<file path="src/rtl/pllw_pkg.sv">
package pllw_pkg;

   typedef enum logic [2:0] {
      ST_IDLE,
      ST_SEARCH,
      ST_MUL_GO,
      ST_MUL_WAIT,
      ST_RATE_GO,
      ST_RATE_WAIT,
      ST_LP_GO,
      ST_LP_WAIT
   } calc_state_t;

   // Lower edge of band i+1, in kHz; band count follows the code width.
   function automatic int unsigned band_edge_khz(input int idx);
      case (idx)
         0:       band_edge_khz = 126000;
         1:       band_edge_khz = 251000;
         2:       band_edge_khz = 501000;
         default: band_edge_khz = 501000 + (idx - 2) * 250000;
      endcase
   endfunction

endpackage

</file>
<file path="src/rtl/pllw_serial_div.sv">
module pllw_serial_div #(
   parameter int NUM_W = 40,
   parameter int DEN_W = 32
) (
   input  logic             clk,
   input  logic             rst_n,
   input  logic             go,
   input  logic [NUM_W-1:0] num,
   input  logic [DEN_W-1:0] den,
   output logic             fin,
   output logic [NUM_W-1:0] quo,
   output logic [DEN_W-1:0] rem
);
   localparam int CNT_W  = $clog2(NUM_W + 1);
   localparam int PROD_W = NUM_W + DEN_W;

   logic [NUM_W-1:0] work_q;
   logic [DEN_W-1:0] rem_q;
   logic [DEN_W-1:0] den_q;
   logic [CNT_W-1:0] cnt_q;
   logic             run_q;
   logic             fin_q;

   logic [DEN_W:0]   trial;
   logic [DEN_W:0]   diff;
   logic             fits;

   always_comb begin
      trial = {rem_q, work_q[NUM_W-1]};
      diff  = trial - {1'b0, den_q};
      fits  = (trial >= {1'b0, den_q});
   end

   always_ff @(posedge clk or negedge rst_n) begin
      if (!rst_n) begin
         work_q <= '0;
         rem_q  <= '0;
         den_q  <= '0;
         cnt_q  <= '0;
         run_q  <= 1'b0;
         fin_q  <= 1'b0;
      end else begin
         fin_q <= 1'b0;
         if (go && !run_q) begin
            work_q <= num;
            rem_q  <= '0;
            den_q  <= den;
            cnt_q  <= CNT_W'(NUM_W);
            run_q  <= 1'b1;
         end else if (run_q) begin
            rem_q  <= fits ? diff[DEN_W-1:0] : trial[DEN_W-1:0];
            work_q <= {work_q[NUM_W-2:0], fits};
            cnt_q  <= cnt_q - 1'b1;
            if (cnt_q == CNT_W'(1)) begin
               run_q <= 1'b0;
               fin_q <= 1'b1;
            end
         end
      end
   end

   assign fin = fin_q;
   assign quo = work_q;
   assign rem = rem_q;

   // Checker state: dividend seen at launch.
   logic [NUM_W-1:0] num_seen;
   always_ff @(posedge clk or negedge rst_n) begin
      if (!rst_n)              num_seen <= '0;
      else if (go && !run_q)   num_seen <= num;
   end

   // each serial division is exact
   a_r4_div_exact: assert property (@(posedge clk) disable iff (!rst_n)
      fin |-> (PROD_W'(quo) * PROD_W'(den_q) + PROD_W'(rem) == PROD_W'(num_seen)));
   a_r4_rem_small: assert property (@(posedge clk) disable iff (!rst_n)
      fin |-> (rem < den_q));
endmodule

</file>
<file path="src/rtl/pllw_band.sv">
module pllw_band
   import pllw_pkg::*;
#(
   parameter int RATE_W  = 40,
   parameter int RANGE_W = 2
) (
   input  logic [RATE_W-1:0]  rate,
   output logic [RANGE_W-1:0] band
);
   localparam int N_EDGE = (1 << RANGE_W) - 1;

   logic [N_EDGE-1:0] above;

   for (genvar i = 0; i < N_EDGE; i++) begin : g_edge
      assign above[i] = (rate >= RATE_W'(band_edge_khz(i)));
   end

   always_comb begin
      band = '0;
      for (int i = 0; i < N_EDGE; i++) begin
         if (above[i]) band = RANGE_W'(i + 1);
      end
   end
endmodule

</file>
<file path="src/rtl/pllw_pack.sv">
module pllw_pack #(
   parameter int RANGE_W = 2,
   parameter int DIVF_W  = 6,
   parameter int MUL_W   = 8,
   parameter int LP_W    = 6,
   parameter int RATE_W  = 40,
   localparam int WORD_W = RANGE_W + DIVF_W + MUL_W
) (
   input  logic [RANGE_W-1:0] band,
   input  logic [DIVF_W-1:0]  pre_div,
   input  logic [MUL_W-1:0]   fb_mul,
   input  logic [RATE_W-1:0]  lp_quo,
   output logic [WORD_W-1:0]  word,
   output logic [LP_W-1:0]    lp_field
);
   assign word     = {band, pre_div, fb_mul};
   assign lp_field = lp_quo[LP_W-1:0] - LP_W'(1);
endmodule

</file>
<file path="src/rtl/pll_word_calc.sv">
module pll_word_calc
   import pllw_pkg::*;
#(
   parameter int FREQ_W      = 32,
   parameter int MUL_W       = 8,
   parameter int DIVF_W      = 6,
   parameter int RANGE_W     = 2,
   parameter int LP_W        = 6,
   parameter int DIV_MAX     = 31,
   parameter int FLOOR_KHZ   = 2000,
   parameter int LP_STEP_KHZ = 40000,
   localparam int WORD_W     = RANGE_W + DIVF_W + MUL_W,
   localparam int RATE_W     = FREQ_W + MUL_W
) (
   input  logic              clk,
   input  logic              rst_n,
   input  logic              start,
   input  logic [FREQ_W-1:0] ref_khz,
   input  logic [FREQ_W-1:0] want_khz,
   output logic              done,
   output logic              err,
   output logic [WORD_W-1:0] cfg_word,
   output logic [RATE_W-1:0] rate_khz,
   output logic [LP_W-1:0]   lp_div
);
   localparam int MUL_MAX = (1 << MUL_W) - 1;

   initial begin
      assert (DIV_MAX >= 1 && DIV_MAX < (1 << DIVF_W))
         else $fatal(1, "DIV_MAX does not fit the divider field");
      assert ($clog2(DIV_MAX + 1) <= MUL_W)
         else $fatal(1, "product width too small for DIV_MAX");
      assert (FLOOR_KHZ > 0 && LP_STEP_KHZ > 0)
         else $fatal(1, "floor and low-power step must be positive");
      assert (RANGE_W >= 1 && LP_W >= 1)
         else $fatal(1, "field widths must be positive");
   end

   calc_state_t       st_q;
   logic [FREQ_W-1:0] ref_q;
   logic [FREQ_W-1:0] want_q;
   logic [DIVF_W-1:0] pdiv_q;
   logic [RATE_W-1:0] thr_q;
   logic [MUL_W-1:0]  mul_q;
   logic [RATE_W-1:0] rate_q;

   logic              done_q;
   logic              err_q;
   logic [WORD_W-1:0] word_q;
   logic [RATE_W-1:0] rate_out_q;
   logic [LP_W-1:0]   lp_q;

   // Shared divider operands
   logic              dv_go;
   logic [RATE_W-1:0] dv_num;
   logic [FREQ_W-1:0] dv_den;
   logic              dv_fin;
   logic [RATE_W-1:0] dv_quo;
   logic [FREQ_W-1:0] dv_rem;

   always_comb begin
      dv_go  = 1'b0;
      dv_num = '0;
      dv_den = ref_q;
      case (st_q)
         ST_MUL_GO: begin
            dv_go  = 1'b1;
            dv_num = RATE_W'(want_q) * RATE_W'(pdiv_q);
            dv_den = ref_q;
         end
         ST_RATE_GO: begin
            dv_go  = 1'b1;
            dv_num = RATE_W'(ref_q) * RATE_W'(mul_q);
            dv_den = FREQ_W'(pdiv_q);
         end
         ST_LP_GO: begin
            dv_go  = 1'b1;
            dv_num = rate_q;
            dv_den = FREQ_W'(LP_STEP_KHZ);
         end
         default: ;
      endcase
   end

   pllw_serial_div #(
      .NUM_W (RATE_W),
      .DEN_W (FREQ_W)
   ) u_div (
      .clk   (clk),
      .rst_n (rst_n),
      .go    (dv_go),
      .num   (dv_num),
      .den   (dv_den),
      .fin   (dv_fin),
      .quo   (dv_quo),
      .rem   (dv_rem)
   );

   // Ceiling and saturation of the multiplier quotient
   logic [RATE_W-1:0] mul_ceil;
   logic [MUL_W-1:0]  mul_sat;
   always_comb begin
      mul_ceil = dv_quo + RATE_W'(dv_rem != '0);
      mul_sat  = (mul_ceil > RATE_W'(MUL_MAX)) ? MUL_W'(MUL_MAX) : mul_ceil[MUL_W-1:0];
   end

   logic              search_step;
   assign search_step = (pdiv_q < DIVF_W'(DIV_MAX)) && (RATE_W'(ref_q) >= thr_q);

   logic [RANGE_W-1:0] band;
   logic [WORD_W-1:0]  word_nx;
   logic [LP_W-1:0]    lp_nx;

   pllw_band #(
      .RATE_W  (RATE_W),
      .RANGE_W (RANGE_W)
   ) u_band (
      .rate (rate_q),
      .band (band)
   );

   pllw_pack #(
      .RANGE_W (RANGE_W),
      .DIVF_W  (DIVF_W),
      .MUL_W   (MUL_W),
      .LP_W    (LP_W),
      .RATE_W  (RATE_W)
   ) u_pack (
      .band     (band),
      .pre_div  (pdiv_q),
      .fb_mul   (mul_q),
      .lp_quo   (dv_quo),
      .word     (word_nx),
      .lp_field (lp_nx)
   );

   always_ff @(posedge clk or negedge rst_n) begin
      if (!rst_n) begin
         st_q       <= ST_IDLE;
         ref_q      <= '0;
         want_q     <= '0;
         pdiv_q     <= '0;
         thr_q      <= '0;
         mul_q      <= '0;
         rate_q     <= '0;
         done_q     <= 1'b0;
         err_q      <= 1'b0;
         word_q     <= '0;
         rate_out_q <= '0;
         lp_q       <= '0;
      end else begin
         done_q <= 1'b0;
         case (st_q)
            ST_IDLE: begin
               if (start) begin
                  if (ref_khz == '0) begin
                     err_q      <= 1'b1;
                     done_q     <= 1'b1;
                     word_q     <= '0;
                     rate_out_q <= '0;
                     lp_q       <= '0;
                  end else begin
                     ref_q  <= ref_khz;
                     want_q <= want_khz;
                     pdiv_q <= DIVF_W'(1);
                     thr_q  <= RATE_W'(2 * FLOOR_KHZ);
                     st_q   <= ST_SEARCH;
                  end
               end
            end
            ST_SEARCH: begin
               if (search_step) begin
                  pdiv_q <= pdiv_q + 1'b1;
                  thr_q  <= thr_q + RATE_W'(FLOOR_KHZ);
               end else begin
                  st_q <= ST_MUL_GO;
               end
            end
            ST_MUL_GO:  st_q <= ST_MUL_WAIT;
            ST_MUL_WAIT: begin
               if (dv_fin) begin
                  mul_q <= mul_sat;
                  st_q  <= ST_RATE_GO;
               end
            end
            ST_RATE_GO: st_q <= ST_RATE_WAIT;
            ST_RATE_WAIT: begin
               if (dv_fin) begin
                  rate_q <= dv_quo;
                  st_q   <= ST_LP_GO;
               end
            end
            ST_LP_GO:   st_q <= ST_LP_WAIT;
            ST_LP_WAIT: begin
               if (dv_fin) begin
                  word_q     <= word_nx;
                  rate_out_q <= rate_q;
                  lp_q       <= lp_nx;
                  err_q      <= 1'b0;
                  done_q     <= 1'b1;
                  st_q       <= ST_IDLE;
               end
            end
            default: st_q <= ST_IDLE;
         endcase
      end
   end

   assign done     = done_q;
   assign err      = err_q;
   assign cfg_word = word_q;
   assign rate_khz = rate_out_q;
   assign lp_div   = lp_q;

   // completion is a single-cycle pulse
   a_r10_done_pulse: assert property (@(posedge clk) disable iff (!rst_n)
      done |=> !done);
   // outputs move only in the completion cycle
   a_r10_hold_outputs: assert property (@(posedge clk) disable iff (!rst_n)
      !done |-> ($stable(cfg_word) && $stable(rate_khz) && $stable(lp_div) && $stable(err)));
   // divider field never exceeds its limit and is non-zero on success
   a_r3_div_clamp: assert property (@(posedge clk) disable iff (!rst_n)
      (done && !err) |-> (cfg_word[MUL_W +: DIVF_W] <= DIVF_W'(DIV_MAX)
                          && cfg_word[MUL_W +: DIVF_W] != '0));
   // a divider above 1 keeps the divided reference at the floor
   a_r2_floor_kept: assert property (@(posedge clk) disable iff (!rst_n)
      (done && !err && cfg_word[MUL_W +: DIVF_W] > DIVF_W'(1))
         |-> (RATE_W'(ref_q) >= RATE_W'(FLOOR_KHZ) * RATE_W'(cfg_word[MUL_W +: DIVF_W])));
   // zero reference reports a cleared result
   a_r9_zero_ref: assert property (@(posedge clk) disable iff (!rst_n)
      (done && err) |-> (cfg_word == '0 && rate_khz == '0 && lp_div == '0));
   // a rate below the first edge lands in band 0
   a_r7_low_band: assert property (@(posedge clk) disable iff (!rst_n)
      (done && !err && rate_khz < RATE_W'(band_edge_khz(0)))
         |-> (cfg_word[WORD_W-1 -: RANGE_W] == '0));
endmodule

</file>
<file path="config.mk">
export PLATFORM = sky130hd
export DESIGN_NAME = pll_word_calc
export DESIGN_NICKNAME = d
export VERILOG_FILES = /design/src/rtl/pllw_pkg.sv /design/src/rtl/pllw_serial_div.sv /design/src/rtl/pllw_band.sv /design/src/rtl/pllw_pack.sv /design/src/rtl/pll_word_calc.sv
export SDC_FILE = /design/constraint.sdc
export NUM_CORES = 2
export LEC_CHECK = 0
export ABC_AREA = 0
export BUFFER_PORTS_ARGS = -buffer_cell sky130_fd_sc_hd__buf_2
export CELL_PAD_IN_SITES_DETAIL_PLACEMENT = 1
export CELL_PAD_IN_SITES_GLOBAL_PLACEMENT = 1
export CORE_MARGIN = 2
export CORE_UTILIZATION = 50
export CTS_CLUSTER_DIAMETER = 100
export DETAILED_ROUTE_END_ITERATION = 8
export PLACE_DENSITY = 0.84
export SLEW_MARGIN = 30
export SYNTH_ARGS = -nofsm -noshare
export SYNTH_HDL_FRONTEND = slang
export SYNTH_SLANG_ARGS = --single-unit
</file>
<file path="constraint.sdc">
create_clock -name clk -period 17.1 [get_ports clk]
set_input_delay 1.71 -clock clk [delete_from_list [all_inputs] [get_ports clk]]
set_output_delay 1.71 -clock clk [all_outputs]
set_load 0.01 [all_outputs]
</file>
Word level (Yosys, flattened, before mapping) --
Cells that the tools add are included. Widths: inputs -> output; s select.
Word-level totals: flip-flop bits (word level) 337, input port bits 67, word-level logic and storage cells 121
Cells by class: add/subtract/negate cells 6, multiply operators 2, magnitude comparators 7, equal/unequal tests 16, mux-type cells 55, bitwise gates (word level) 1, reduce and logical (&&, ||, !) cells 16
Operators with widths (number):
- $mux 40 | 8
- $pmux 40 s2 | 2
- $pmux 40 s3 | 1
- $mux 32 | 3
- $pmux 32 s2 | 1
- $mux 16 | 3
- $mux 6 | 8
- $add 40x1->40 | 1
- $add 40x11->40 const B | 1
- $ge 32x40->1 | 1
- $ge 40x17->1 const B | 1
- $ge 40x18->1 const B | 1
- $ge 40x19->1 const B | 1
- $gt 40x8->1 const B | 1
- $mul 32x8->40 | 1
- $mul 32x6->38 | 1
- $ge 33x32->1 | 1
- $logic_not 32->1 | 1
- $pmux 16 s2 | 1
- $reduce_bool 32->1 | 1
- $sub 32x32->32 | 1
- $pmux 3 s8 | 1
- $pmux 6 s2 | 2
- $mux 3 | 6
- 23 further kinds | 54

Depth between registers and ports, before layout --
word-level depth 6, mapped depth 21, depth with buffers taken out 19

Cells and area by module --
Synthesis repeated with hierarchy kept, for this count alone.
Unflattened totals: cells, all modules 3679, area, all modules 32281.0 um2
By module, submodules not included:
- pll_word_calc | instances 1, cells each 2882, area an instance 25275.5 um2, seq. area each 5530.3 um2
- pllw_serial_div | instances 1, cells each 736, area an instance 6576.3 um2, seq. area each 2802.7 um2
- pllw_band | instances 1, cells each 32, area an instance 222.7 um2, seq. area each 0.0 um2
- pllw_pack | instances 1, cells each 29, area an instance 206.4 um2, seq. area each 0.0 um2

Least setup slack after synthesis --
No wires, ideal clock.
path type reg-to-reg, start register mul_q[7], end register u_div.work_q[24] (netlist: u_div.quo[24]), arrival time 5.221 ns, path slack 11.744 ns, cell stages (with the launch flop) 20, period minus slack after synthesis 5.356 ns, cell sequence dfrtp_1 clkbuf_1 nand2_1 fa_1 fa_1 inv_1 fa_1 inv_1 fa_1 inv_1 ha_1 o211a_1 a21oi_1 a2111oi_2 o21ba_2 o21ai_0 a21boi_0 mux2_2 a2111oi_0 nor3_1
Between the ends: word-level cells in the longest chain between the ends 3
RTL lines:
- from (decl) | RTL line pll_word_calc.sv:44 | logic [MUL_W-1:0] mul_q;
- from (signal assigned) | RTL line pll_word_calc.sv:182 | mul_q <= mul_sat;
- $mul 32x8->40 | RTL line pll_word_calc.sv:73 | dv_num = RATE_W'(ref_q) * RATE_W'(mul_q);
- $pmux 40 s3 | RTL line pll_word_calc.sv:65 | case (st_q)
- $mux 40 | RTL line pllw_serial_div.sv:44 | if (go && !run_q) begin
- to (signal assigned) | RTL line pllw_serial_div.sv:45 | work_q <= num;
- to (signal assigned) | RTL line pllw_serial_div.sv:52 | work_q <= {work_q[NUM_W-2:0], fits};
- to (decl) | RTL line pllw_serial_div.sv:17 | logic [NUM_W-1:0] work_q;
Every way passes these cells. A chain may end at the register's enable or synchronous reset.

Worst setup path after layout --
start register mul_q[6], end register u_div.work_q[33] (netlist: u_div.quo[33])
Same word-level chain as after synthesis.

==> results.py <==
metrics = {
    "status": {
        "status": "finished, final reports clean",
    },
    "logic_synthesis": {
        "synth_area_per_cell_sq_um": 8.64,
        "syn-num-nets": 4246,
        "synth_area_leaders": "dfrtp_1, fa_1, ha_1, nand2_1, inv_1",
        "yosys.area.top_type": "dfrtp_1",
        "yosysSeqAreaShare": 0.261,
        "synthesis.area_sq_um": 32000,
        "synth-main-ff-cell": "dfrtp_1",
        "yosys_warnings": 0,
        "synthArstFlopShare": 1.00,
        "ys_types": 80,
        "netlist_instances": 3700,
        "yosys_register_bits": 333,
        "synth_top_area_frac": 0.261,
        "synth_edf_count": 0,
    },
    "place": {
        "dpl.hpwl_microns": 78700,
        "io_buffers": 130,
        "dpl-instance-area_sq_um": 33300,
        "gp_congestion": 0.914,
        "dp_cells": 4524,
        "dp_slack_ps": 11170,
    },
    "routing": {
        "drc_errors": 0,
        "postRouteAntennaNets": 0,
        "wl_microns": 107000,
        "vias": 28200,
        "vias_per_cell": 6.12,
        "drt_iter0_drc": 1958,
        "wl_per_cell_microns": 23.3,
        "drtPass1Iterations": 5,
    },
    "finish": {
        "final_area_sq_um": 34700,
        "fill_cells": 7558,
        "finalNonFillerCells": 4602,
        "areaGrowthSynthToFinish_pct": 8.58,
        "drive_gt1_frac": 0.0959,
        "final_core_utilization": 0.550,
        "final_nets": 4269,
    },
    "floorplan": {
        "dieArea_sq_um": 66000,
        "start_util": 0.507,
        "die_y_microns": 257,
        "core.rowCount": 92,
        "core_area_sq_um": 63100,
        "io_pins": 131,
        "fp.dieW_microns": 257,
    },
    "clocking": {
        "clk_latency_ps": 620,
        "ctsRootBufferMaster": "clkbuf_16",
        "htree_levels": 2,
        "clockBufferDepth": 3,
        "clkSlewWorstSetupHoldPaths_ps": 60,
        "cts_buffers": 42,
        "post-cts-setup-buffers": 0,
        "hold_buffers": 0,
        "cts.sinks": 333,
        "cts_tree": "done",
        "cts_resized": 0,
    },
    "global_routing": {
        "use_met1": 0.433,
        "antenna_found_initial": 4,
        "grt_usage": 0.330,
        "top_usage_layer": "met2",
        "overflow": 0,
        "grt_use_met3": 0.0668,
        "grt_max_degree": 155,
        "grt_use_met2": 0.543,
        "grt_pass1_wl_microns": 172000,
        "grt_pass1_vias": 30500,
    },
    "timing": {
        "relSlewSlack": 0.373,
        "hold_viol": 0,
        "post-route-min-period_ps": 6030,
        "rsz0062_at_grt": "false",
        "fin_hold_ws_ps": 479,
        "slew_viol_final": 0,
        "worstMarginPinSlew_ps": 941,
        "max_clock_freq_mhz": 166,
        "fin_ws_ps": 11070,
        "setup_viol_count_final": 0,
        "tns_ps": 0,
        "clock_skew_ps": 25.9,
        "period_share": 0.353,
    },
    "critical_path": {
        "cp_max_fo": 34,
        "cp-start-kind": "flip-flop",
        "critPathMaxStageDelay_ps": 790,
        "cp.required_ps": 17560,
        "worstSetupPathType": "flip-flop to flip-flop",
        "end_kind": "flip-flop",
        "crit_family": "adder cells",
        "path_buf_inv": 2,
        "arrival_ps": 6490,
        "crit_path_frequent_cell": "fa_1",
        "path_cells": "and2_1 > fa_1 > fa_1 > fa_1 > inv_1 > fa_1 > inv_1 > ha_1 > a21o_1 > nor3_1 > a31oi_1 > a21oi_1 > o21ai_1 > a41oi_1 > nor2_1 > o311ai_0 > a32oi_1",
        "slowest_stage": "dfrtp_2",
    },
    "pwr": {
        "power_mw": 1.74,
        "vdd_ir_drop_max_uv": 63.3,
        "powerDensity_nw_per_um2": 50.0,
        "leakagePower_nw": 17.3,
    },
    "job": {
        "maxCapViolCount": 0,
    },
    "worst_hold_path": {
        "hold_class": "flip-flop to flip-flop",
    },
}
[where the power goes]
group | leakage (nW) | switching (mW) | internal, mW
Combinational | 12.5 | 0.0202 | 0.00734
Clock | 0.677 | 0.402 | 0.518
Sequential | 4.14 | 0 | 0.788
Total | 17.3 | 0.422 | 1.31
[area by class of cell]
class	instances	area (sq um)	share of cell area
Clock buffer	52	1120	0.0322
Inverter	440	1650	0.0476
Tap cell	846	1060	0.0305
Timing Repair Buffer	167	971	0.0280
Antenna cell	1	2.50	0.0000721
Sequential cell	333	8340	0.240
Multi-Input combinational cell	2739	21300	0.614
Clock inverter	24	259	0.00746
[layout by cell type (no fill, tap or decap), drive strengths merged, types with 10 or more instances in the layout]
master / synthesis / final
a211oi: 26 / 26
a21o: 60 / 60
a21oi: 190 / 190
a221oi: 41 / 41
a22o: 18 / 18
a31oi: 29 / 29
and2: 225 / 225
and3: 24 / 24
and4: 14 / 14
buf: 16 / 167
clkbuf: 172 / 52
clkinv: 0 / 13
dfrtp: 333 / 333
fa: 302 / 302
ha: 177 / 177
inv: 440 / 445
mux2: 88 / 88
mux2i: 12 / 12
nand2: 582 / 582
nand2b: 23 / 23
nand3: 49 / 49
nand4: 41 / 41
nor2: 148 / 148
nor2b: 13 / 13
nor3: 60 / 60
nor4: 37 / 37
o211ai: 13 / 13
o21a: 19 / 19
o21ai: 269 / 269
o21bai: 10 / 10
o22ai: 13 / 13
o31ai: 17 / 17
or2: 12 / 12
or3: 19 / 19
xnor2: 57 / 57
xor2: 33 / 33
[layer usage]
layer / up-vias / routed length [microns]
met5: - / 13
met4: 2 / 3780
met3: 232 / 7970
met2: 922 / 50500
met1: 14600 / 44900
li1: 12400 / -
[sequential cells by signal, indices dropped and copies added, names as in the netlist, 8 cells and up]
register / flops
u_div.quo: 40
thr_q: 36
rate_khz: 40
want_q: 32
u_div.rem: 32
mul_q: 8
u_div.den_q: 32
rate_q: 40
ref_q: 32
cfg_word: 16
[worst paths after layout]
check                                  end  slack (ps)  cells past startpoint       startpoint
setup reg to reg             u_div.quo[33]       11070                     17         mul_q[6]
setup / recovery             u_div.quo[33]       11070                     17         mul_q[6]
max in group asynchronous        want_q[6]       14090                      3            rst_n
hold reg to reg            u_div.den_q[24]         480                      2  u_div.den_q[24]
hold / removal             u_div.den_q[24]         480                      2  u_div.den_q[24]
min in group asynchronous    u_div.rem[19]        1050                      1            rst_n
[cells in the mapped netlist, types with 18 or more instances]
| cell | instances |
|---|---|
| a21o_1 | 60 |
| o21a_1 | 19 |
| a211oi_1 | 26 |
| fa_1 | 302 |
| a21oi_1 | 190 |
| ha_1 | 177 |
| nand2b_1 | 23 |
| xnor2_1 | 57 |
| nand3_1 | 49 |
| nor4_1 | 37 |
| and2_1 | 225 |
| mux2_2 | 88 |
| nor3_1 | 60 |
| clkbuf_1 | 170 |
| and3_1 | 24 |
| inv_1 | 440 |
| nand4_1 | 41 |
| nand2_1 | 582 |
| dfrtp_1 | 333 |
| a31oi_1 | 29 |
| nor2_1 | 148 |
| xor2_1 | 33 |
| o21ai_0 | 265 |
| a22o_1 | 18 |
| or3_1 | 19 |
| a221oi_1 | 41 |
[logic make-up after synthesis]
group	count (synthesis)	synth area share
mux	100	0.0348
compound gates	797	0.156
simple gates	1273	0.191
fa+ha+maj	479	0.258
buf+inv	628	0.0745
xor+xnor	90	0.0247
flops	333	0.261
[worst register-to-register path, stage by stage, from the launching register on]
cell and delay [ps]:
dfrtp_2 790, and2_1 260, fa_1 450, fa_1 540, fa_1 550, inv_1 60, fa_1 560, inv_1 50
ha_1 350, a21o_1 210, nor3_1 200, a31oi_1 240, a21oi_1 290, o21ai_1 240, a41oi_1 430, nor2_1 70
o311ai_0 430, a32oi_1 170
Power figures use the tool's default switching activity.
